## config.mk

```make
export PLATFORM = sky130hd
export DESIGN_NAME = clksel_top
export DESIGN_NICKNAME = d
export VERILOG_FILES = /design/src/rtl/clksel_pkg.sv /design/src/rtl/clksel_regs.sv /design/src/rtl/clksel_arb.sv /design/src/rtl/clksel_top.sv
export SDC_FILE = /design/constraint.sdc
export NUM_CORES = 1
export LEC_CHECK = 0
export BUFFER_PORTS_ARGS = -buffer_cell sky130_fd_sc_hd__clkbuf_2
export CORE_ASPECT_RATIO = 1.25
export CORE_MARGIN = 2
export CORE_UTILIZATION = 39
export CTS_CLUSTER_DIAMETER = 100
export DETAILED_ROUTE_END_ITERATION = 8
export PLACE_DENSITY_LB_ADDON = 0.2
export SYNTH_ARGS = -nofsm -noshare
export SYNTH_HDL_FRONTEND = slang
export SYNTH_SLANG_ARGS = --single-unit
```

## constraint.sdc

```tcl
create_clock -name clk -period 1.7 [get_ports clk]
set_input_delay 0.17 -clock clk [delete_from_list [all_inputs] [get_ports clk]]
set_output_delay 0.17 -clock clk [all_outputs]
set_load 0.02 [all_outputs]
```

## src/rtl/clksel_pkg.sv

```systemverilog
package clksel_pkg;
  localparam int NSRC   = 4;
  localparam int CODE_W = 4;
  localparam int IDX_W  = $clog2(NSRC);
  localparam int NMODE  = 3;

  localparam logic [CODE_W-1:0] CODE_EXT  = 4'h1;
  localparam logic [CODE_W-1:0] CODE_SLOW = 4'h2;
  localparam logic [CODE_W-1:0] CODE_FAST = 4'h3;
  localparam logic [CODE_W-1:0] CODE_PLL  = 4'h6;

  localparam logic [IDX_W-1:0] IDX_EXT  = 2'd0;
  localparam logic [IDX_W-1:0] IDX_SLOW = 2'd1;
  localparam logic [IDX_W-1:0] IDX_FAST = 2'd2;
  localparam logic [IDX_W-1:0] IDX_PLL  = 2'd3;

  localparam logic [1:0] PM_RUN = 2'd0;
  localparam logic [1:0] PM_LP  = 2'd1;
  localparam logic [1:0] PM_HS  = 2'd2;

  function automatic logic code_known(input logic [CODE_W-1:0] c);
    return (c == CODE_EXT) || (c == CODE_SLOW) || (c == CODE_FAST) || (c == CODE_PLL);
  endfunction

  function automatic logic [IDX_W-1:0] code_to_idx(input logic [CODE_W-1:0] c);
    case (c)
      CODE_EXT:  return IDX_EXT;
      CODE_FAST: return IDX_FAST;
      CODE_PLL:  return IDX_PLL;
      default:   return IDX_SLOW;
    endcase
  endfunction

  function automatic logic [CODE_W-1:0] idx_to_code(input logic [IDX_W-1:0] i);
    case (i)
      IDX_EXT:  return CODE_EXT;
      IDX_FAST: return CODE_FAST;
      IDX_PLL:  return CODE_PLL;
      default:  return CODE_SLOW;
    endcase
  endfunction

  // Which per-mode register applies: mode 3 falls back to normal run.
  function automatic logic [1:0] mode_slot(input logic [1:0] m);
    return (m == 2'd3) ? PM_RUN : m;
  endfunction

  function automatic logic mode_allows(input logic [1:0] m, input logic [IDX_W-1:0] i,
                                       input logic lp_en);
    if (m != PM_LP) return 1'b1;
    if (i == IDX_FAST || i == IDX_PLL) return 1'b0;
    if (i == IDX_SLOW) return lp_en;
    return 1'b1;
  endfunction
endpackage

```

## src/rtl/clksel_regs.sv

```systemverilog
module clksel_regs
  import clksel_pkg::*;
#(
  parameter int DATA_W = 32,
  parameter int ADDR_W = 2
) (
  input  logic                clk,
  input  logic                rst_n,
  input  logic                wen,
  input  logic [ADDR_W-1:0]   addr,
  input  logic [DATA_W/8-1:0] be,
  input  logic [DATA_W-1:0]   wdata,
  input  logic [1:0]          pwr_mode,
  input  logic [CODE_W-1:0]   active_code,
  input  logic                err,
  output logic [DATA_W-1:0]   rdata,
  output logic [CODE_W-1:0]   req_code,
  output logic                err_clr
);
  localparam int BE_W    = DATA_W / 8;
  localparam int ERR_BIT = 8;

  logic [NMODE-1:0][CODE_W-1:0] cfg_q;
  logic full_wr;

  assign full_wr = wen && (be == {BE_W{1'b1}});
  assign err_clr = wen && (addr == '0) && be[ERR_BIT/8] && wdata[ERR_BIT];

  for (genvar m = 0; m < NMODE; m++) begin : g_cfg
    always_ff @(posedge clk or negedge rst_n) begin
      if (!rst_n)
        cfg_q[m] <= CODE_SLOW;
      else if (full_wr && (addr == ADDR_W'(m + 1)))
        cfg_q[m] <= wdata[CODE_W-1:0];
    end
  end

  assign req_code = cfg_q[mode_slot(pwr_mode)];

  always_comb begin
    rdata = '0;
    if (addr == '0) begin
      rdata[CODE_W-1:0] = active_code;
      rdata[ERR_BIT]    = err;
    end else if (int'(addr) <= NMODE) begin
      rdata[CODE_W-1:0] = cfg_q[int'(addr) - 1];
    end
  end


  narrow_wr_chk: assert property (@(posedge clk) disable iff (!rst_n)
    (wen && (be != {BE_W{1'b1}})) |=> $stable(cfg_q));
endmodule

```

## src/rtl/clksel_arb.sv

```systemverilog
module clksel_arb
  import clksel_pkg::*;
(
  input  logic              clk,
  input  logic              rst_n,
  input  logic [1:0]        pwr_mode,
  input  logic [CODE_W-1:0] req_code,
  input  logic [NSRC-1:0]   src_en,
  input  logic [NSRC-1:0]   src_vld,
  input  logic              slow_lp_en,
  input  logic              err_clr,
  output logic [CODE_W-1:0] active_code,
  output logic [NSRC-1:0]   sel,
  output logic              err
);
  logic [IDX_W-1:0] active_q, act_d, req_idx;
  logic [NSRC-1:0]  sel_q, sel_d, rdy;
  logic             req_known, req_ok, sw_evt, loss_evt, err_q;

  assign rdy       = src_en & src_vld;
  assign req_known = code_known(req_code);
  assign req_idx   = code_to_idx(req_code);
  assign req_ok    = req_known && mode_allows(pwr_mode, req_idx, slow_lp_en) && rdy[req_idx];
  assign sw_evt    = req_ok && (req_idx != active_q);
  assign loss_evt  = !src_vld[active_q];
  assign act_d     = sw_evt ? req_idx : active_q;

  for (genvar i = 0; i < NSRC; i++) begin : g_sel
    assign sel_d[i] = (act_d == IDX_W'(i));
  end

  always_ff @(posedge clk or negedge rst_n) begin
    if (!rst_n) begin
      active_q <= IDX_SLOW;
      sel_q    <= NSRC'(1) << IDX_SLOW;
      err_q    <= 1'b0;
    end else begin
      active_q <= act_d;
      sel_q    <= sel_d;
      if (loss_evt)     err_q <= 1'b1;
      else if (err_clr) err_q <= 1'b0;
    end
  end

  assign active_code = idx_to_code(active_q);
  assign sel         = sel_q;
  assign err         = err_q;


  switch_ready_chk: assert property (@(posedge clk) disable iff (!rst_n)
    !$stable(active_q) |-> (($past(rdy) & sel_q) != '0));


  lp_forbid_chk: assert property (@(posedge clk) disable iff (!rst_n)
    ($past(pwr_mode) == PM_LP && !$stable(active_q)) |-> (sel_q[IDX_FAST] == 1'b0 && sel_q[IDX_PLL] == 1'b0));


  reserved_code_chk: assert property (@(posedge clk) disable iff (!rst_n)
    !req_known |=> $stable(active_q));


  err_set_chk: assert property (@(posedge clk) disable iff (!rst_n)
    loss_evt |=> err_q);


  err_sticky_chk: assert property (@(posedge clk) disable iff (!rst_n)
    (err_q && !err_clr) |=> err_q);


  sel_onehot_chk: assert property (@(posedge clk) disable iff (!rst_n)
    $countones(sel_q) == 1);
endmodule

```

## src/rtl/clksel_top.sv

```systemverilog
module clksel_top
  import clksel_pkg::*;
#(
  parameter int DATA_W = 32,
  parameter int ADDR_W = 2
) (
  input  logic                clk,
  input  logic                rst_n,
  input  logic [1:0]          pwr_mode,
  input  logic                bus_wen,
  input  logic [ADDR_W-1:0]   bus_addr,
  input  logic [DATA_W/8-1:0] bus_be,
  input  logic [DATA_W-1:0]   bus_wdata,
  output logic [DATA_W-1:0]   bus_rdata,
  input  logic [NSRC-1:0]     src_en,
  input  logic [NSRC-1:0]     src_vld,
  input  logic                slow_lp_en,
  output logic [NSRC-1:0]     clk_sel,
  output logic                src_err
);
  logic [CODE_W-1:0] req_code, active_code;
  logic              err_clr;

  clksel_regs #(.DATA_W(DATA_W), .ADDR_W(ADDR_W)) u_regs (
    .clk(clk), .rst_n(rst_n), .wen(bus_wen), .addr(bus_addr), .be(bus_be),
    .wdata(bus_wdata), .pwr_mode(pwr_mode), .active_code(active_code),
    .err(src_err), .rdata(bus_rdata), .req_code(req_code), .err_clr(err_clr)
  );

  clksel_arb u_arb (
    .clk(clk), .rst_n(rst_n), .pwr_mode(pwr_mode), .req_code(req_code),
    .src_en(src_en), .src_vld(src_vld), .slow_lp_en(slow_lp_en),
    .err_clr(err_clr), .active_code(active_code), .sel(clk_sel), .err(src_err)
  );
endmodule

```

Word-level counts from Yosys, hierarchy flattened. Index checks and enable logic that the tools add are counted. Widths: inputs -> output; s select.

Output and inout bits: 37. Word-level logic and storage cells: 78. Flip-flop bits (word level): 19. Input bits: 52.

Magnitude comparators: 4. Equality and inequality tests: 20. Reductions and logical operators: 17. Bitwise logic cells: 1. Add/sub/neg operators: 1. Muxes and demuxes: 29.

Operators with widths (number): $lt 32x4->1 const B (1); $eq 2x2->1 const B (9); $mux 1 (17); $bmux 4 s2 (2); $mux 4 (4); $logic_and 1x1->1 (10); $lt 2x3->1 const B (3); $pmux 3 s3 (1); $eq 4x2->1 const B (2); $eq 2x1->1 const B (3); $logic_not 2->1 (3); $pmux 2 s3 (1); $and 4x4->4 (1); $bmux 1 s2 (2); $eq 4x1->1 const B (1); $eq 4x3->1 const B (1); $eq 4x4->1 const B (1); $logic_or 1x1->1 (4); $mux 2 (2); $sub 2x1->3 const B (1); $ne 2x1->1 const B (1); $ne 2x2->1 (1); $ne 2x2->1 const B (1).

Depth between registers and ports, before layout. Gate-level depths: netlist of run 1.

Word-level depth: 20. Gate-level depth with buffers: 7. Mapped depth without buffers: 6.

Hierarchy. Synthesis of run 1 repeated with hierarchy kept, for this count alone.

Cell total of the unflattened synthesis: 156. Area, all modules: 1582.8 µm².

By module, submodules not included: clksel_regs (area each 1106.1 µm², times used 1, seq. area each 304.0 µm², cells an instance 108); clksel_arb (area each 476.7 µm², times used 1, seq. area each 177.7 µm², cells an instance 48).

Worst setup path after synthesis of run 1. No wires, ideal clock.

Kind: register to register. Start: register u_regs.cfg_q[5] (netlist bit). End: register u_arb.sel_q[3] (netlist: u_arb.sel[3]). Arrival time: 1.654 ns. Path buffers: 0. Period minus slack after synthesis: 1.736 ns. Required time: 1.617 ns. Cell stages (with the launch flop): 7. Library setup time: 0.083 ns. Slack: -0.036 ns. Cells stage by stage: dfstp_2 > nand4bb_1 > o211a_2 > mux2i_1 > a32oi_1 > or3_1 > o22ai_1.

Cells in the longest elaborated chain, start to end: 16. Elaborated cells on any way between the ends: 32. Classes of those cells: 9 x eq/ne; 16 x mux; 7 x reduce/logical.

RTL lines: from (decl) (RTL line clksel_regs.sv:23) `logic [NMODE-1:0][CODE_W-1:0] cfg_q;`; from (signal, indexed assignment) (RTL line clksel_regs.sv:34) `cfg_q[m] <= wdata[CODE_W-1:0];`; $bmux 4 s2 * (RTL line clksel_regs.sv:38) `assign req_code = cfg_q[mode_slot(pwr_mode)];`; $mux 4 (implied by the code) * (RTL line clksel_regs.sv:38); $eq 4x3->1 (tied with other cells) (RTL line clksel_pkg.sv:22, clksel_pkg.sv:26); $pmux 2 s3 (RTL line clksel_pkg.sv:26) `case (c)`; $eq 2x1->1 or $eq 2x2->1 (tied branches) (RTL line clksel_pkg.sv:52, clksel_pkg.sv:51); $mux 1 or $logic_or 1x1->1 (tied branches) (RTL line clksel_pkg.sv:52, clksel_pkg.sv:51); $mux 1, on equally long branches (RTL line clksel_pkg.sv:52, clksel_pkg.sv:51); $mux 1, on equally long branches (RTL line clksel_pkg.sv:51, clksel_pkg.sv:52); $mux 1 (RTL line clksel_pkg.sv:53) `return 1'b1;`; $mux 1 (RTL line clksel_pkg.sv:52) `if (i == IDX_SLOW) return lp_en;`; $mux 1 (RTL line clksel_pkg.sv:51) `if (i == IDX_FAST || i == IDX_PLL) return 1'b0;`; $logic_and 1x1->1 (2 in a row) (RTL line clksel_arb.sv:23) `assign req_ok = req_known && mode_allows(pwr_mode, req_idx, slow_lp_en) && rdy[req_idx];`; $logic_and 1x1->1 (RTL line clksel_arb.sv:24) `assign sw_evt = req_ok && (req_idx != active_q);`; $mux 2 * (RTL line clksel_arb.sv:26) `assign act_d = sw_evt ? req_idx : active_q;`; $eq 2x2->1 * (RTL line clksel_arb.sv:29) `assign sel_d[i] = (act_d == IDX_W'(i));`; net u_arb.sel_d[3] (RTL line clksel_arb.sv:17) `logic [NSRC-1:0] sel_q, sel_d, rdy;`; to (signal assigned) (RTL line clksel_arb.sv:35) `sel_q <= NSRC'(1) << IDX_SLOW;`; to (signal assigned) (RTL line clksel_arb.sv:39) `sel_q <= sel_d;`; to (decl) (RTL line clksel_arb.sv:17).

The timed path passes the listed nets; every way through them passes the cells marked *. The select of a mux whose other input is x is not followed. A chain may end at the register's enable or synchronous reset.

Final worst setup path of run 1.
Start: register u_regs.cfg_q[5] (netlist bit). End: register u_arb.sel_q[1] (netlist: u_arb.sel[1]).

Cells in the longest elaborated chain, start to end: 16. Elaborated cells on any way between the ends: 32. Classes of those cells: 9 x eq/ne; 16 x mux; 7 x reduce/logical.

RTL lines (RTL line): $bmux 4 s2 * (clksel_regs.sv:38); $mux 4 (implied by the code) * (clksel_regs.sv:38); $eq 4x3->1 (tied with other cells) (clksel_pkg.sv:22, clksel_pkg.sv:26); $pmux 2 s3 (clksel_pkg.sv:26); $eq 2x1->1 or $eq 2x2->1 (tied branches) (clksel_pkg.sv:52, clksel_pkg.sv:51); $mux 1 or $logic_or 1x1->1 (tied branches) (clksel_pkg.sv:52, clksel_pkg.sv:51); $mux 1, on equally long branches (clksel_pkg.sv:52, clksel_pkg.sv:51); $mux 1, on equally long branches (clksel_pkg.sv:51, clksel_pkg.sv:52); $mux 1 (clksel_pkg.sv:53); $mux 1 (clksel_pkg.sv:52); $mux 1 (clksel_pkg.sv:51); $logic_and 1x1->1 (2 in a row) (clksel_arb.sv:23); $logic_and 1x1->1 (clksel_arb.sv:24); $mux 2 * (clksel_arb.sv:26); $eq 2x1->1 * (clksel_arb.sv:29); net u_arb.sel_d[1] (clksel_arb.sv:17).

Marked as above.

==> results of run 1 <==
-- critical path: stages, from the launching register on --
cell and delay [ns]:
dfstp_2 0.54, nand4bb_1 0.17, o211a_4 0.23, mux2i_4 0.20
a32oi_2 0.25, buf_4 0.16, a21o_1 0.12, mux2i_1 0.22
-- placed cells by master (no fill, tap or decap), types with 2 or more instances in the layout --
cell type	n
nand4bb_1	2
nand2b_1	2
clkbuf_2	33
mux2i_1	9
a21oi_1	4
clkbuf_8	3
mux2_2	14
a221oi_2	3
buf_6	4
nand2_1	10
nor2_1	4
dfrtp_1	14
conb_1	27
nand3_1	2
inv_1	3
o21ai_0	2
ha_1	3
buf_4	19
dfstp_2	5
mux2i_4	2
-- cells in the mapped netlist, drive strengths merged --
master / number / share of area [%]
o21a: 1 / 0.53
nand3b: 1 / 0.53
xor2: 1 / 0.61
a22o: 1 / 0.61
o211ai: 1 / 0.53
xnor2: 1 / 0.61
nor3b: 1 / 1.3
and2: 1 / 0.44
inv: 3 / 0.79
mux4: 1 / 1.6
buf: 29 / 16
or2: 1 / 0.61
nand4bb: 2 / 1.6
o21ai: 2 / 0.70
clkbuf: 2 / 0.53
a221oi: 3 / 1.8
mux2i: 12 / 9.6
ha: 4 / 3.5
nor2: 5 / 1.3
a32oi: 1 / 0.61
nor2b: 1 / 0.44
or3: 1 / 0.44
and3: 1 / 0.44
conb: 1 / 0.26
nand2b: 2 / 0.88
nand2: 10 / 2.6
o32ai: 1 / 0.61
o211a: 1 / 0.70
a41oi: 1 / 0.61
a21oi: 5 / 1.8
or2b: 1 / 0.53
nand3: 2 / 0.70
a21o: 1 / 0.53
dfstp: 5 / 9.2
dfrtp: 14 / 25
mux2: 15 / 12
o22ai: 1 / 0.44
-- cell type report --
type	count	share of cell area, %
Multi-Input combinational cell	109	49.4
Sequential cell	19	25.6
Inverter	3	0.600
Timing Repair Buffer	57	19.3
Clock inverter	1	0.266
Clock buffer	3	2.20
Tap cell	39	2.60
-- metrics by stage --
step | utilization, % | hold WS [ns]
2_1_floorplan | - | -0.126
4_1_cts | 51.5 | 0.165
5_1_grt | 53.9 | 0.174
3_5_place_dp | 46.9 | 0.153
6_report | 53.9 | 0.168
3_3_place_gp | 46.9 | 0.149
-- path summary, 6_finish.rpt --
kind / endpoint / cells past startpoint
min in group asynchronous: u_arb.sel[0]$_DFF_PN0_ / 2
max in group asynchronous: u_arb.active_q[0]$_DFF_PN1_ / 2
max: u_arb.sel[1]$_DFF_PN1_ / 7
min: u_regs.cfg_q[4]$_DFFE_PN0P_ / 2
max reg2reg: u_arb.sel[1]$_DFF_PN1_ / 7
min reg2reg: u_arb.err$_DFFE_PN0P_ / 2
-- layer usage --
layer  global-route usage [%]  wire length (um)  part of all wire (%)  vias up
met5                        0                 0                     0        -
met4                     6.72                55                   1.6        0
met3                     3.07               154                   4.6        7
met2                     30.8              1960                    58       37
met1                     17.1              1200                    35      529
li1                         -                 -                     -      538
-- cells by family (layout without fill, tap and decap cells) --
group                    count (synthesis)  after routing  synth area share [%]
buffers and inverters                   34             64                  16.9
AND/OR/NAND/NOR                         29             29                  11.9
multiplexers                            28             28                  23.0
AO/OA/AOI/OAI                           19             19                  9.48
flip-flops                              19             19                  33.8
adder cells (fa/ha/maj)                  4              4                  3.51
XOR/XNOR                                 2              2                  1.23
other                                    1             27                 0.263
-- sequential cells by signal, summed over array words and instances (netlist names) --
register,cells
u_regs.cfg_q,12
u_arb.sel,4
u_arb.active_q,2
u_arb.err,1
-- timing repair --
action,CTS,global route
pin swaps,4,10
resized for setup,13,14
hold buffers,1,0
hold endpoints to repair,14,0
endpoints found under the setup margin,9,8
setup buffers,4,2
-- power by group --
part | total (W) | internal [W] | switching, W
registers | 0.000668 | 0.000582 | 0.0000859
logic | 0.000784 | 0.000376 | 0.000408
clock network | 0.000318 | 0.000163 | 0.000155
==> out/qor.yml, run 1 <==
rsz0062_at_grt: "true"
status: "complete, but fails checks"
grt_max_degree: 20
gr-usage-all-layers_pct: 16.3
routed_wl_um: 3370
rows: 24
cts.clk_slew.worst_paths_ns: 0.07
synth-seq-cells: 19
drt_iter0_markers: 24
num_io_pins: 89
vias: 1111
placed_cell_area_sq_um: 1630
root_buffer: "clkbuf_8"
fin_ws_ns: -0.269
gp_congestion: 0.874
vias_per_cell: 4.81
pre_cts_slack_ns: -0.203
diodes: 0
r2r_slack_ns: -0.27
max_freq_ghz: 0.508
ys_seq_area_share_pct: 33.8
hold_start: "bus_wdata[0]"
power.total_w: 0.00177
dp_hpwl_um: 2480
finalSetupTns_ns: -1.37
overflow: 0
grt_pass1_vias: 1112
fill_cells: 322
vdd_drop_max_v: 0.000738
cp.arrival_ns: 2.15
drive_above_1_share_pct: 52.6
drv_slew: 0
fin_cells: 231
stdcell_area_sq_um: 1880
setup_violations: 7
clock_skew_ns: 0.00483
period_minus_slack_ns: 1.97
avgSynthCellArea_sq_um: 10.5
htreeDepth: 1
required_ns: 1.88
die_w_um: 58.1
wl_per_cell_um: 14.6
critPathKind: "flip-flop to flip-flop"
period_share_pct: 116
port_buffers: 34
cts_tree: "done"
synth.cell_area_sq_um: 1430
finalHoldViolations: 0
register_area_sq_um: 482
die_area_sq_um: 4160
nets: 249
maxCapViolCount: 0
grt_pass1_wl_um: 5110
r2r_start: "u_regs.cfg_q[5]$_DFFE_PN1P_"
yosysWarnings: 0
powerDensity_nw_per_um2: 943
cts_made_buffers: 3
area_growth_pct: 31.8
antenna_found_initial: 0
endpoint_kind: "flip-flop"
cts_sinks: 19
start_kind: "flip-flop"
synth_cell_types: 40
first_pass_iters: 4
clk_path_buf_depth: 2
hp-class: "input port to flip-flop"
failed_checks: "negative setup slack"
syn_inst: 136
path_max_fanout: 4
drc: 0
start_util_pct: 40.9
final_antenna_net_count: 0
placed_cells: 220
die_h_um: 71.6
clk_latency_ns: 0.26
startpoint: "u_regs.cfg_q[5]$_DFFE_PN1P_"
multiInputGateArea_sq_um: 927
leakage_nw: 0.933
core_sq_um: 3480
Note: power is estimated with default switching activity, not from simulation.
==> inputs of run 2 (changes only) <==
- ABC_AREA: default -> 1
- TNS_END_PERCENT: default -> 30
==> run 2 against run 1 <==
Net effect:
- clock skew down 0.0020 ns
- power down 7.3%
- clock power down 3%
- largest cell class unchanged
- count of clock-buffer cells in the layout up 1
- final area down 3.3%
- critical endpoint is now u_arb.sel[2]$_DFF_PN0_
- the run now ends clean
- flip-flop and latch count unchanged
- highest routed layer unchanged
- worst hold slack worse by 0.016 ns
- area after synthesis up 1.1%
==> out/qor.yml, run 2 <==
overflow: 0
holdPathStages: 3
gp_congestion: 0.781
mostFrequentLayoutCells: "46 x nand2_1, 33 x clkbuf_2, 27 x conb_1, 18 x o21ai_0, 17 x inv_1"
cp.arrival_ns: 1.83
synth_edf_count: 0
synth-async-reset-ratio_pct: 100
critical-path-max-stage-delay_ns: 0.41
port_buffers: 34
cts_tree: "done"
finalHoldViolations: 0
ys_seq_area_share_pct: 33.4
grt_max_degree: 20
htreeDepth: 1
rsz0062_at_grt: "true"
first_pass_iters: 4
largest_reg_flops: 12
synth_cell_types: 22
rows: 24
slowest_stage: "dfrtp_1"
clk_latency_ns: 0.25
core_sq_um: 3510
final_antenna_net_count: 0
reg2regPathDepth: 13
endpoint_kind: "flip-flop"
path_max_fanout: 5
synth.cell_area_sq_um: 1440
final_common_cell: "nand2_1"
wl_per_cell_um: 10.5
cts_sinks: 19
leakage_nw: 0.982
yosys-top-cells-area: "dfrtp_1 24%, nand2_1 15%, buf_4 14%"
synth_ff_type: "dfrtp_1"
required_ns: 1.89
powerDensity_nw_per_um2: 904
setup_violations: 0
nets: 317
vias: 1335
start_kind: "flip-flop"
cts_made_buffers: 3
clk_path_buf_depth: 2
diodes: 0
status: "finished, final reports clean"
grt_pass1_wl_um: 5030
drt_iter0_markers: 28
largest_register: "u_regs.cfg_q"
yosys.area.top_type: "dfrtp_1"
finalSetupTns_ns: 0
maxCapViolCount: 0
gr-usage-all-layers_pct: 15.5
synthTopCellsByCount: "56 x nand2_1, 27 x buf_4, 22 x inv_1"
period_share_pct: 96.5
start_util_pct: 41.0
drv_slew: 0
grt_pass1_vias: 1135
critPathKind: "flip-flop to flip-flop"
placed_cells: 289
yosys.cell_count.top_type: "nand2_1"
clock_skew_ns: 0.00287
area_growth_pct: 26.1
cts.clk_slew.worst_paths_ns: 0.07
vdd_drop_max_v: 0.000369
drive_above_1_share_pct: 36.2
root_buffer: "clkbuf_8"
syn_inst: 207
vias_per_cell: 4.46
avgSynthCellArea_sq_um: 6.96
num_io_pins: 89
die_w_um: 58.4
synth_top_area_share_pct: 24.3
antenna_found_initial: 0
pre_cts_slack_ns: -0.0761
synth-seq-cells: 19
fin_cells: 299
drc: 0
die_area_sq_um: 4200
max_freq_ghz: 0.609
hp-class: "input port to flip-flop"
yosysWarnings: 0
period_minus_slack_ns: 1.64
dp_hpwl_um: 2480
fin_ws_ns: 0.0589
die_h_um: 71.9
crit_chain: "inv_2 -> nand3_1 -> nand3_1 -> nand2_1 -> nand2_1 -> nand2_1 -> nand2_2 -> nand2_2 -> a21oi_4 -> nand2_2 -> nand2_1 -> nand2_2 -> nor2_2"
routed_wl_um: 3140
==> run 2: logic make-up after synthesis <==
logic type      count (synthesis)  share of synthesized area (%)
simple gates                   94                           27.4
compound gates                 33                           12.8
flops                          19                           33.4
mux                             2                           1.56
buf+inv                        54                           21.1
other cells                     1                          0.260
fa+ha+maj                       4                           3.48
==> run 2: through the flow <==
stage | area [sq um] | utilization, % | total power, W | hold WS (ns)
floorplan | 1540 | - | 0.00109 | -0.126
global placement | 1640 | 46.7 | 0.00123 | 0.142
detailed placement | 1640 | 46.7 | 0.00123 | 0.150
CTS | 1700 | 48.3 | 0.00155 | 0.144
global route | 1820 | 51.7 | 0.00177 | 0.162
finish | 1820 | 51.7 | 0.00164 | 0.152
==> run 2: metal layers <==
| layer | global-route usage, % | up-vias | share of wire (%) |
|---|---|---|---|
| li1 | - | 714 | - |
| met1 | 21.0 | 564 | 44 |
| met2 | 23.8 | 50 | 48 |
| met3 | 2.14 | 7 | 5.7 |
| met4 | 7.75 | 0 | 2.1 |
| met5 | 0 | - | 0 |
==> run 2: worst max-delay path: cells and delay by family (launching register included) <==
family | cells | cell delay [ns]
and+or+nand+nor | 11 | 0.88
DFF | 1 | 0.41
AOI/OAI and AO/OA | 1 | 0.20
buffers and inverters | 1 | 0.07
==> run 2: path summary, 6_finish.rpt <==
| kind | start | to | slack, ns |
|---|---|---|---|
| setup / recovery | u_regs.cfg_q[4]$_DFFE_PN0P_ | u_arb.sel[2]$_DFF_PN0_ | 0.06 |
| hold / removal | bus_wdata[1] | u_regs.cfg_q[1]$_DFFE_PN1P_ | 0.15 |
| setup reg to reg | u_regs.cfg_q[4]$_DFFE_PN0P_ | u_arb.sel[2]$_DFF_PN0_ | 0.06 |
| hold reg to reg | u_regs.cfg_q[9]$_DFFE_PN1P_ | u_regs.cfg_q[9]$_DFFE_PN1P_ | 0.51 |
| max in group asynchronous | rst_n | u_arb.sel[1]$_DFF_PN1_ | 0.93 |
| min in group asynchronous | rst_n | u_regs.cfg_q[0]$_DFFE_PN0P_ | 0.41 |
==> run 2: final cells by class <==
type,instances,area [sq um]
clock buffer,4,45.0
tap,39,48.8
timing repair buffer,51,313
sequential,19,482
multi-input combinational,160,830
fill,375,1700
inverter,26,97.6
==> run 2: repair_timing <==
action | 4_1_cts | 5_1_grt
hold buffers | 1 | 0
resized for setup | 1 | 28
setup endpoints to repair | 2 | 8
pin swaps | 0 | 12
buffers inserted | 0 | 5
endpoints found under the hold margin | 14 | 0
==> run 2: power by group <==
group          switching (W)  leakage, nW  internal, W  total (W)
Sequential         0.0000615        0.211     0.000577   0.000638
Clock               0.000143       0.0228     0.000166   0.000309
Combinational       0.000441        0.748     0.000253   0.000694
Total               0.000645        0.982     0.000997    0.00164
==> inputs of run 3 (changes only) <==
- CORE_ASPECT_RATIO: 1.25 -> default
==> run 3 against run 2 <==
Net effect:
- die area about the same
- first-iteration DRC count rose by 7.1%
- clock skew is essentially flat
- utilization down 0.25 points
- routed wire length rose by 2.1%
- non-clock buffer count grew 1
- register-to-register slack lost 0.02 ns
- critical endpoint is now u_arb.sel[0]$_DFF_PN0_
==> out/qor.yml, run 3 (synthesis results as in run 2) <==
rows: 22
required_ns: 1.89
endpoint_kind: "flip-flop"
largest_register: "u_regs.cfg_q"
clockPowerShare_pct: 19.1
period_share_pct: 97.7
port_buffers: 34
wl_per_cell_um: 10.4
leakage_nw: 0.999
crit_chain: "inv_2 -> nand3_2 -> nand3_1 -> nand2_1 -> nand2_1 -> nand2_1 -> nand2_2 -> nand2_2 -> a21oi_4 -> nand2_4 -> nand2_2 -> nand2_2 -> nor2_2"
maxCapViolCount: 0
grt_pass1_vias: 1137
core_sq_um: 3610
path_max_fanout: 5
pre_cts_slack_ns: -0.0680
stdcell_area_sq_um: 1850
slew_headroom_pct: 66.2
dp_hpwl_um: 2510
crit_top_cell: "nand2_2"
htreeDepth: 1
reg2regPathDepth: 13
cp.buffers_inverters: 1
clock_skew_ns: 0.00295
largest_reg_flops: 12
root_buffer: "clkbuf_8"
grt_max_degree: 20
start_util_pct: 39.9
worstMarginPinSlew_ns: 0.505
critical_path.top_delay_family: "simple AND/OR/NAND/NOR gates"
reg2reg_to: "u_arb.sel[0]$_DFF_PN0_"
vias_per_cell: 4.39
critical-path-max-stage-delay_ns: 0.40
die_w_um: 64.8
slowest_stage: "dfrtp_1"
cts.clk_slew.worst_paths_ns: 0.07
diodes: 0
setup_violations: 0
whs_ns: 0.155
drive_above_1_share_pct: 38.3
startpoint: "u_regs.cfg_q[4]$_DFFE_PN0P_"
combPwrFrac_pct: 42.2
gp_congestion: 0.783
hp-class: "input port to flip-flop"
grt_pass1_wl_um: 4970
fin_ws_ns: 0.0388
vdd_drop_max_v: 0.000436
cts_sinks: 19
first_pass_iters: 4
num_io_pins: 89
die_h_um: 64.8
cts_tree: "done"
final_antenna_net_count: 0
nets: 318
cp.arrival_ns: 1.86
fill_cells: 397
power.share.sequential_pct: 38.7
drv_slew: 0
area_growth_pct: 28.8
register_area_sq_um: 482
r2r_slack_ns: 0.04
critPathKind: "flip-flop to flip-flop"
sw_frac_of_total_pct: 39.8
clk_path_buf_depth: 2
multiInputGateArea_sq_um: 847
finalHoldViolations: 0
p_int_w: 0.000998
drc: 0
routed_wl_um: 3200
mostFrequentLayoutCells: "46 x nand2_1, 33 x clkbuf_2, 27 x conb_1, 20 x o21ai_0, 18 x inv_1"
finalSetupTns_ns: 0
powerDensity_nw_per_um2: 894
drt_iter0_markers: 30
start_kind: "flip-flop"
overflow: 0
cp.depth: 13
rsz0062_at_grt: "true"
period_minus_slack_ns: 1.66
antenna_found_initial: 0
status: "finished, final reports clean"
switchingPower_w: 0.000659
max_freq_ghz: 0.602
die_area_sq_um: 4190
gr-usage-all-layers_pct: 15.4
vias: 1358
worstSetupEndpoint: "u_arb.sel[0]$_DFF_PN0_"
placed_cell_area_sq_um: 1670
final_common_cell: "nand2_1"
cts_made_buffers: 3
clk_latency_ns: 0.26
r2r_start: "u_regs.cfg_q[4]$_DFFE_PN0P_"
[run 3: cell types whose count changed in the layout (fill, tap and decap cells not counted), moves of 2 or more]
cell | previous run | this run
buf_4 | 15 | 17
o21ai_1 | 2 | 0
nand3_1 | 16 | 12
nor2_2 | 2 | 4
nand3_2 | 3 | 7
o21ai_0 | 18 | 20
[run 3: worst min path at each step]
stage | start | cells past startpoint | end | slack, ns
2_1_floorplan | rst_n | 0 | u_arb.active_q[1]$_DFF_PN0_ | -0.13
3_3_place_gp | rst_n | 1 | u_arb.sel[3]$_DFF_PN0_ | 0.15
3_5_place_dp | rst_n | 1 | u_arb.sel[3]$_DFF_PN0_ | 0.15
4_1_cts | bus_wdata[1] | 3 | u_regs.cfg_q[1]$_DFFE_PN1P_ | 0.16
5_1_grt | bus_wdata[3] | 3 | u_regs.cfg_q[11]$_DFFE_PN0P_ | 0.15
6_report | bus_wdata[3] | 3 | u_regs.cfg_q[3]$_DFFE_PN0P_ | 0.16
[run 3: cell type report]
| cell class | instances | area share [%] |
|---|---|---|
| well taps | 48 | 3.24 |
| flip-flops and latches | 19 | 26.0 |
| inverters | 26 | 5.26 |
| repair buffers | 52 | 17.4 |
| multi-input cells | 160 | 45.7 |
| clock buffers | 4 | 2.43 |
[run 3: per-stage QoR]
stage                     instances  utilization, %  power [W]
after floorplan                 233               -    0.00109
after global placement          299            46.3    0.00123
after detailed placement        299            46.3    0.00124
after CTS                       304            47.9    0.00156
after global routing            309            51.4    0.00178
final                           309            51.4    0.00166
[run 3: layer usage]
metal  up-vias  global-route usage (%)  part of all wire [%]
met5         -                       0                     0
met4         0                    7.18                   1.9
met3         5                    1.56                   4.8
met2        45                    23.2                    44
met1       596                    22.1                    49
li1        712                       -                     -
[run 3: worst reg2reg max path: cells and delay by family, from the launching register on]
kind / cells / cell delay (ns)
AOI/OAI and AO/OA: 1 / 0.24
buffers and inverters: 1 / 0.07
DFF: 1 / 0.40
and+or+nand+nor: 11 / 0.89
[run 3: repair_timing]
action	CTS	global route
endpoints found under the setup margin	2	7
hold endpoints to repair	14	0
hold buffers	1	0
setup buffers	0	5
pin swaps	0	19
gates resized for setup	1	31
gates cloned	0	0
[run 3: power by group through the flow]
stage | Sequential, W | Clock (W) | Combinational (W)
final | 0.000641 | 0.000316 | 0.000700
after CTS | 0.000634 | 0.000321 | 0.000602
after global placement | 0.000642 | 0 | 0.000592
after detailed placement | 0.000642 | 0 | 0.000596
after floorplan | 0.000673 | 0 | 0.000416
after global routing | 0.000656 | 0.000348 | 0.000772
